`config.mk`:
```
export PLATFORM = sky130hd
export DESIGN_NAME = asym_cpwm
export DESIGN_NICKNAME = d
export VERILOG_FILES = /design/src/rtl/asym_cpwm_pkg.sv /design/src/rtl/cpwm_updown_cnt.sv /design/src/rtl/cpwm_pair_cmp.sv /design/src/rtl/asym_cpwm.sv
export SDC_FILE = /design/constraint.sdc
export NUM_CORES = 1
export LEC_CHECK = 0
export CAP_MARGIN = 15
export CORE_MARGIN = 2
export CORE_UTILIZATION = 40
export DETAILED_ROUTE_END_ITERATION = 7
export GPL_TIMING_DRIVEN = 0
export PLACE_DENSITY = 0.74
export SYNTH_ARGS = -nofsm -noshare
export SYNTH_HDL_FRONTEND = slang
export SYNTH_SLANG_ARGS = --single-unit
export TNS_END_PERCENT = 10
```
`constraint.sdc`:
```
create_clock -name clk_i -period 4.3 [get_ports clk_i]
set_clock_uncertainty 0.2 [all_clocks]
set_input_delay 1.075 -clock clk_i [delete_from_list [all_inputs] [get_ports clk_i]]
set_output_delay 1.075 -clock clk_i [all_outputs]
set_load 0.01 [all_outputs]
```
`src/rtl/asym_cpwm_pkg.sv`:
```
package asym_cpwm_pkg;

    typedef enum logic [1:0] {
        SEL_OFF  = 2'd0,
        SEL_SYM  = 2'd1,
        SEL_ASYM = 2'd2
    } sel_kind_e;

    typedef struct packed {
        sel_kind_e kind;
        logic      invert;
    } mode_dec_t;

    localparam logic [3:0] CODE_SYM1  = 4'b0110;
    localparam logic [3:0] CODE_SYM2  = 4'b0111;
    localparam logic [3:0] CODE_ASYM1 = 4'b1110;
    localparam logic [3:0] CODE_ASYM2 = 4'b1111;

    function automatic mode_dec_t decode_mode(input logic hi, input logic [2:0] lo);
        mode_dec_t  d;
        logic [3:0] code;
        code     = {hi, lo};
        d.kind   = SEL_OFF;
        d.invert = 1'b0;
        unique case (code)
            CODE_SYM1:  d.kind = SEL_SYM;
            CODE_SYM2:  begin d.kind = SEL_SYM;  d.invert = 1'b1; end
            CODE_ASYM1: d.kind = SEL_ASYM;
            CODE_ASYM2: begin d.kind = SEL_ASYM; d.invert = 1'b1; end
            default:    d.kind = SEL_OFF;
        endcase
        return d;
    endfunction

endpackage

```
`src/rtl/cpwm_updown_cnt.sv`:
```
module cpwm_updown_cnt #(
    parameter int CNT_W = 16
) (
    input  logic             clk_i,
    input  logic             rst_ni,
    input  logic [CNT_W-1:0] period_i,
    output logic [CNT_W-1:0] cnt_o,
    output logic             dir_o
);

    localparam logic [CNT_W-1:0] ONE = CNT_W'(1);

    typedef struct packed {
        logic [CNT_W-1:0] cnt;
        logic             down;
    } cnt_state_t;

    cnt_state_t st_d, st_q;

    always_comb begin
        st_d = st_q;
        if (period_i == '0) begin
            st_d.cnt  = '0;
            st_d.down = 1'b0;
        end else if (!st_q.down) begin
            if (st_q.cnt >= period_i) begin
                st_d.cnt  = st_q.cnt - ONE;
                st_d.down = 1'b1;
            end else begin
                st_d.cnt  = st_q.cnt + ONE;
            end
        end else begin
            if (st_q.cnt == '0) begin
                st_d.cnt  = ONE;
                st_d.down = 1'b0;
            end else begin
                st_d.cnt  = st_q.cnt - ONE;
            end
        end
    end

    always_ff @(posedge clk_i) begin
        if (!rst_ni) st_q <= '0;
        else         st_q <= st_d;
    end

    assign cnt_o = st_q.cnt;
    assign dir_o = st_q.down;

endmodule

```
`src/rtl/cpwm_pair_cmp.sv`:
```
module cpwm_pair_cmp
    import asym_cpwm_pkg::*;
#(
    parameter int CNT_W = 16
) (
    input  logic             clk_i,
    input  logic             rst_ni,
    input  logic [CNT_W-1:0] cnt_i,
    input  logic             down_i,
    input  logic [CNT_W-1:0] cmp_up_i,
    input  logic [CNT_W-1:0] cmp_dn_i,
    input  logic             mode_hi_i,
    input  logic [2:0]       mode_lo_i,
    output logic             ref_o
);

    typedef struct packed {
        logic ref_out;
    } pair_state_t;

    pair_state_t      st_d, st_q;
    mode_dec_t        dec;
    logic [CNT_W-1:0] sel_cmp;
    logic             below;

    always_comb begin
        dec     = decode_mode(mode_hi_i, mode_lo_i);
        // asymmetric codes swap compare value with direction; symmetric keep the up one
        sel_cmp = (dec.kind == SEL_ASYM && down_i) ? cmp_dn_i : cmp_up_i;
        below   = (cnt_i < sel_cmp);
        st_d    = st_q;
        if (dec.kind == SEL_OFF) st_d.ref_out = 1'b0;
        else                     st_d.ref_out = below ^ dec.invert;
    end

    always_ff @(posedge clk_i) begin
        if (!rst_ni) st_q <= '0;
        else         st_q <= st_d;
    end

    assign ref_o = st_q.ref_out;

endmodule

```
`src/rtl/asym_cpwm.sv`:
```
module asym_cpwm #(
    parameter int CNT_W = 16
) (
    input  logic             clk_i,
    input  logic             rst_ni,
    input  logic [CNT_W-1:0] period_i,
    input  logic [CNT_W-1:0] cmp_a_up_i,
    input  logic [CNT_W-1:0] cmp_a_dn_i,
    input  logic [CNT_W-1:0] cmp_b_up_i,
    input  logic [CNT_W-1:0] cmp_b_dn_i,
    input  logic [2:0]       mode_a_lo_i,
    input  logic             mode_a_hi_i,
    input  logic [2:0]       mode_b_lo_i,
    input  logic             mode_b_hi_i,
    output logic             ref_a_o,
    output logic             ref_b_o,
    output logic [CNT_W-1:0] cnt_o,
    output logic             dir_o
);

    localparam int NPAIR = 2;

    logic [CNT_W-1:0]            cnt;
    logic                        down;
    logic [NPAIR-1:0][CNT_W-1:0] cup, cdn;
    logic [NPAIR-1:0][2:0]       mlo;
    logic [NPAIR-1:0]            mhi;
    logic [NPAIR-1:0]            refs;

    assign cup = {cmp_b_up_i, cmp_a_up_i};
    assign cdn = {cmp_b_dn_i, cmp_a_dn_i};
    assign mlo = {mode_b_lo_i, mode_a_lo_i};
    assign mhi = {mode_b_hi_i, mode_a_hi_i};

    cpwm_updown_cnt #(.CNT_W(CNT_W)) u_cnt (
        .clk_i    (clk_i),
        .rst_ni   (rst_ni),
        .period_i (period_i),
        .cnt_o    (cnt),
        .dir_o    (down)
    );

    for (genvar p = 0; p < NPAIR; p++) begin : g_pair
        cpwm_pair_cmp #(.CNT_W(CNT_W)) u_pair (
            .clk_i     (clk_i),
            .rst_ni    (rst_ni),
            .cnt_i     (cnt),
            .down_i    (down),
            .cmp_up_i  (cup[p]),
            .cmp_dn_i  (cdn[p]),
            .mode_hi_i (mhi[p]),
            .mode_lo_i (mlo[p]),
            .ref_o     (refs[p])
        );
    end

    assign ref_a_o = refs[0];
    assign ref_b_o = refs[1];
    assign cnt_o   = cnt;
    assign dir_o   = down;

endmodule

```
==> reports/results.tsv <==
metric	value	unit
result of the run	finished clean	
Largest stage delay, worst path	0.60	ns
die area	7560	um^2
internal power	887	uW
total met2 wirelength after detailed routing	4540	um
# resized after CTS	0	
post-CTS setup buffer count	0	
share of synthesized flip-flops with an asynchronous set or reset	0	%
Net Switching	829	uW
vias	2983	
peak clock frequency supported by timing	248	MHz
share of Yosys cell area claimed by the top area cell type	21.8	%
library cells used by synthesis	54	
antenna fix cells	0	
per-cell routed wire length	16.8	um
Slew HR	51.6	%
Finished Layout Cells	521	
number of buffers between clock root and the deepest sink	2	
first-pass GRT wire length	14000	um
CTS Sinks	19	
initial cell density of the core	41.0	%
Tot GR Track Use	23.0	%
Worst Setup Start Kind	input pin	
#FFs+latches synth	19	
Max Fanout on Critical Path	10	
Placed Cells	517	
RSZ-0062 raised after global routing	no	
CTS clk-pin slew, worst paths	0.08	ns
1st-iter DRT viols	149	
average vias per placed instance	5.73	
total of buffers placed on input and output ports	108	
CP Capture Type	register	
drt drc	0	
CP required	4.26	ns
post-place setup slack	-0.0109	ns
power per unit of standard cell area	431	nW/um^2
placed wire-length estimate	7250	um
share of power burned in registers	22.9	%
Syn Std Cell Area	2750	um^2
TritonCTS clock tree	yes	
portion of the post-synthesis area used by sequential elements	13.8	%
critical path class	in -> reg	
LEAKAGE	1.99	nW
core box area	6720	um^2
clock root buffer	sky130_fd_sc_hd__clkbuf_8	
Post-synth EDFFs	0	
Final setup violation count	0	
net switching fraction of the power	48.3	%
max cap viols	0	
antenna viol nets, final	0	
max layer used	met4	
Die X-Extent	87.0	um
vias in the first global route	2929	
share of total power in the clock network	7.7	%
clock network latency to the later pin of the worst-skew pair	0.26	ns
grt total ovfl	0	
Top Family by Delay on Critical Path	buffers and inverters	
overall power of the completed layout	1.72	mW
layout overhead on the synthesized area	44.5	%
top cells by area, synth	sky130_fd_sc_hd__ha_1, sky130_fd_sc_hd__dfxtp_1, sky130_fd_sc_hd__mux2i_1	
post-synth net total	467	
ys flop type	sky130_fd_sc_hd__dfxtp_1	
worst-margin pin slew	0.726	ns
most used cell along the critical path	sky130_fd_sc_hd__a21o_1	
Min Clock Period, post-route	4.03	ns
master of the slowest instance on the critical path	sky130_fd_sc_hd__buf_1	
Post-Syn Instances	329	
number of buffers added by the clock tree synthesis step	3	
Arr. time, crit path	3.99	ns
final cycle utilization of the critical path	93.7	%
detailed-routing iteration count for the pre-antenna-repair pass	4	
cells along the critical path	clkdlybuf4s50_1 -> nand4_2 -> buf_1 -> mux2i_1 -> ha_1 -> a21o_1 -> a21o_1 -> a21oi_1 -> o21ai_0 -> nor3_1 -> xnor2_1 -> nor2_1	
I/O pin total	109	
largest net degree at the start of global routing	13	
final WL	8740	um
number of endpoints with negative hold slack in the final report	0	
net total in the final layout	580	
buffers plus inverters on the worst setup path	2	
metal1 wirelength	3640	um
number of warnings issued by yosys	0	
vertical die dimension	87.0	um
post-synthesis cell type with the largest combined area	sky130_fd_sc_hd__ha_1	
placer's final routability congestion estimate	0.875	
kind of path behind the tightest hold check	reg -> reg	
# rows	30	
hold_buf cts	0	
final worst setup slack	0.270	ns
combinational share of power	69.4	%
max-slew violation total from the final report	0	
Max H-tree Level	1	
synthesized area per cell	8.37	um^2
initial antenna violation count	0	
ratio of cells with drive above 1 in the final layout	5.22	%
routed wire length on met3	473	um
Max VDD drop	209	uV
## synthesized netlist by cell type (4+ instances only)
master and count:
sky130_fd_sc_hd__nor3b_1 6, sky130_fd_sc_hd__a21o_1 18, sky130_fd_sc_hd__nor3_1 18, sky130_fd_sc_hd__inv_1 20, sky130_fd_sc_hd__a31oi_1 4, sky130_fd_sc_hd__nand3_1 6
sky130_fd_sc_hd__o32a_1 5, sky130_fd_sc_hd__a211oi_1 5, sky130_fd_sc_hd__nor4_1 5, sky130_fd_sc_hd__nand4_1 12, sky130_fd_sc_hd__dfxtp_1 19, sky130_fd_sc_hd__ha_1 48
sky130_fd_sc_hd__nor2_1 19, sky130_fd_sc_hd__clkbuf_1 4, sky130_fd_sc_hd__and3_1 11, sky130_fd_sc_hd__nand2_1 16, sky130_fd_sc_hd__mux2i_1 35, sky130_fd_sc_hd__o21ai_0 10
sky130_fd_sc_hd__a21oi_1 15
## placed cells by master, fill, tap and decap left out, types with 3 or more instances in the layout
cell                              count
sky130_fd_sc_hd__ha_1                48
sky130_fd_sc_hd__nand2_1             16
sky130_fd_sc_hd__and3_1              11
sky130_fd_sc_hd__xnor2_1              3
sky130_fd_sc_hd__a21oi_1             15
sky130_fd_sc_hd__nor4_1               5
sky130_fd_sc_hd__clkbuf_1             5
sky130_fd_sc_hd__mux2_2               3
sky130_fd_sc_hd__a31oi_1              4
sky130_fd_sc_hd__clkbuf_8             3
sky130_fd_sc_hd__a22oi_1              3
sky130_fd_sc_hd__nor3b_1              6
sky130_fd_sc_hd__clkdlybuf4s50_1    108
sky130_fd_sc_hd__nand3_1              6
sky130_fd_sc_hd__inv_1               20
sky130_fd_sc_hd__nor2_1              19
sky130_fd_sc_hd__a211oi_1             5
sky130_fd_sc_hd__dfxtp_1             19
sky130_fd_sc_hd__mux2i_1             35
sky130_fd_sc_hd__nor3_1              18
sky130_fd_sc_hd__o21ai_0             10
sky130_fd_sc_hd__nand4_1             12
sky130_fd_sc_hd__a21o_1              18
sky130_fd_sc_hd__o32a_1               5
## flip-flops by register name, summed over array words and instances, names as in the netlist
name	count
g_pair.u_pair.ref_o	2
u_cnt.cnt_o	16
u_cnt.dir_o	1
## power groups by stage
stage	clock (mW)	sequential (mW)	combinational, mW
2_1_floorplan	0	0.368	0.763
3_3_place_gp	0	0.397	1.13
3_5_place_dp	0	0.398	1.18
4_1_cts	0.135	0.394	1.19
5_1_grt	0.144	0.409	1.32
6_report	0.133	0.393	1.19
## cell type report
| class | count | area (um^2) |
|---|---|---|
| multi-input combinational | 281 | 2250 |
| clock buffer | 4 | 45.0 |
| timing repair buffer | 108 | 1080 |
| fill | 628 | 2740 |
| sequential | 19 | 380 |
| tap | 80 | 100 |
| inverter | 20 | 75.1 |
| buffer | 9 | 47.5 |
## routing by layer
layer / GRT usage, % / up-vias
met4: 3.98 / 0
met2: 41.8 / 93
li1: - / 1501
met1: 29.0 / 1379
met3: 3.22 / 10
met5: 0 / -
## cell families (layout without fill, tap and decap cells)
| family | Yosys count | after routing | synth area share [%] |
|---|---|---|---|
| multiplexers | 38 | 38 | 13.9 |
| flip-flops | 19 | 19 | 13.8 |
| AO/OA/AOI/OAI | 83 | 83 | 22.2 |
| adder cells (fa/ha/maj) | 48 | 48 | 21.8 |
| XOR/XNOR | 3 | 3 | 0.954 |
| buffers and inverters | 29 | 141 | 4.45 |
| AND/OR/NAND/NOR | 109 | 109 | 22.8 |
## through the flow
step	area [um^2]	setup TNS, ns	utilization [%]	hold slack [ns]
after floorplan	2750	0	-	0.333
after global placement	3940	0	58.6	0.353
after detailed placement	3940	-0.0109	58.6	0.361
after CTS	3980	0	59.2	0.380
after global routing	3980	0	59.2	0.438
final	3980	0	59.2	0.378
## worst paths after layout
kind	startpoint	endpoint	slack, ns	cells after the start
setup / recovery	mode_b_lo_i[2]	g_pair[1].u_pair.ref_o$_SDFF_PP0_	0.27	12
hold / removal	u_cnt.cnt_o[0]$_SDFF_PP0_	u_cnt.cnt_o[0]$_SDFF_PP0_	0.38	1
setup reg to reg	u_cnt.dir_o$_SDFF_PP0_	g_pair[1].u_pair.ref_o$_SDFF_PP0_	1.04	12
hold reg to reg	u_cnt.cnt_o[0]$_SDFF_PP0_	u_cnt.cnt_o[0]$_SDFF_PP0_	0.38	1
(Power assumes the default switching activity.)
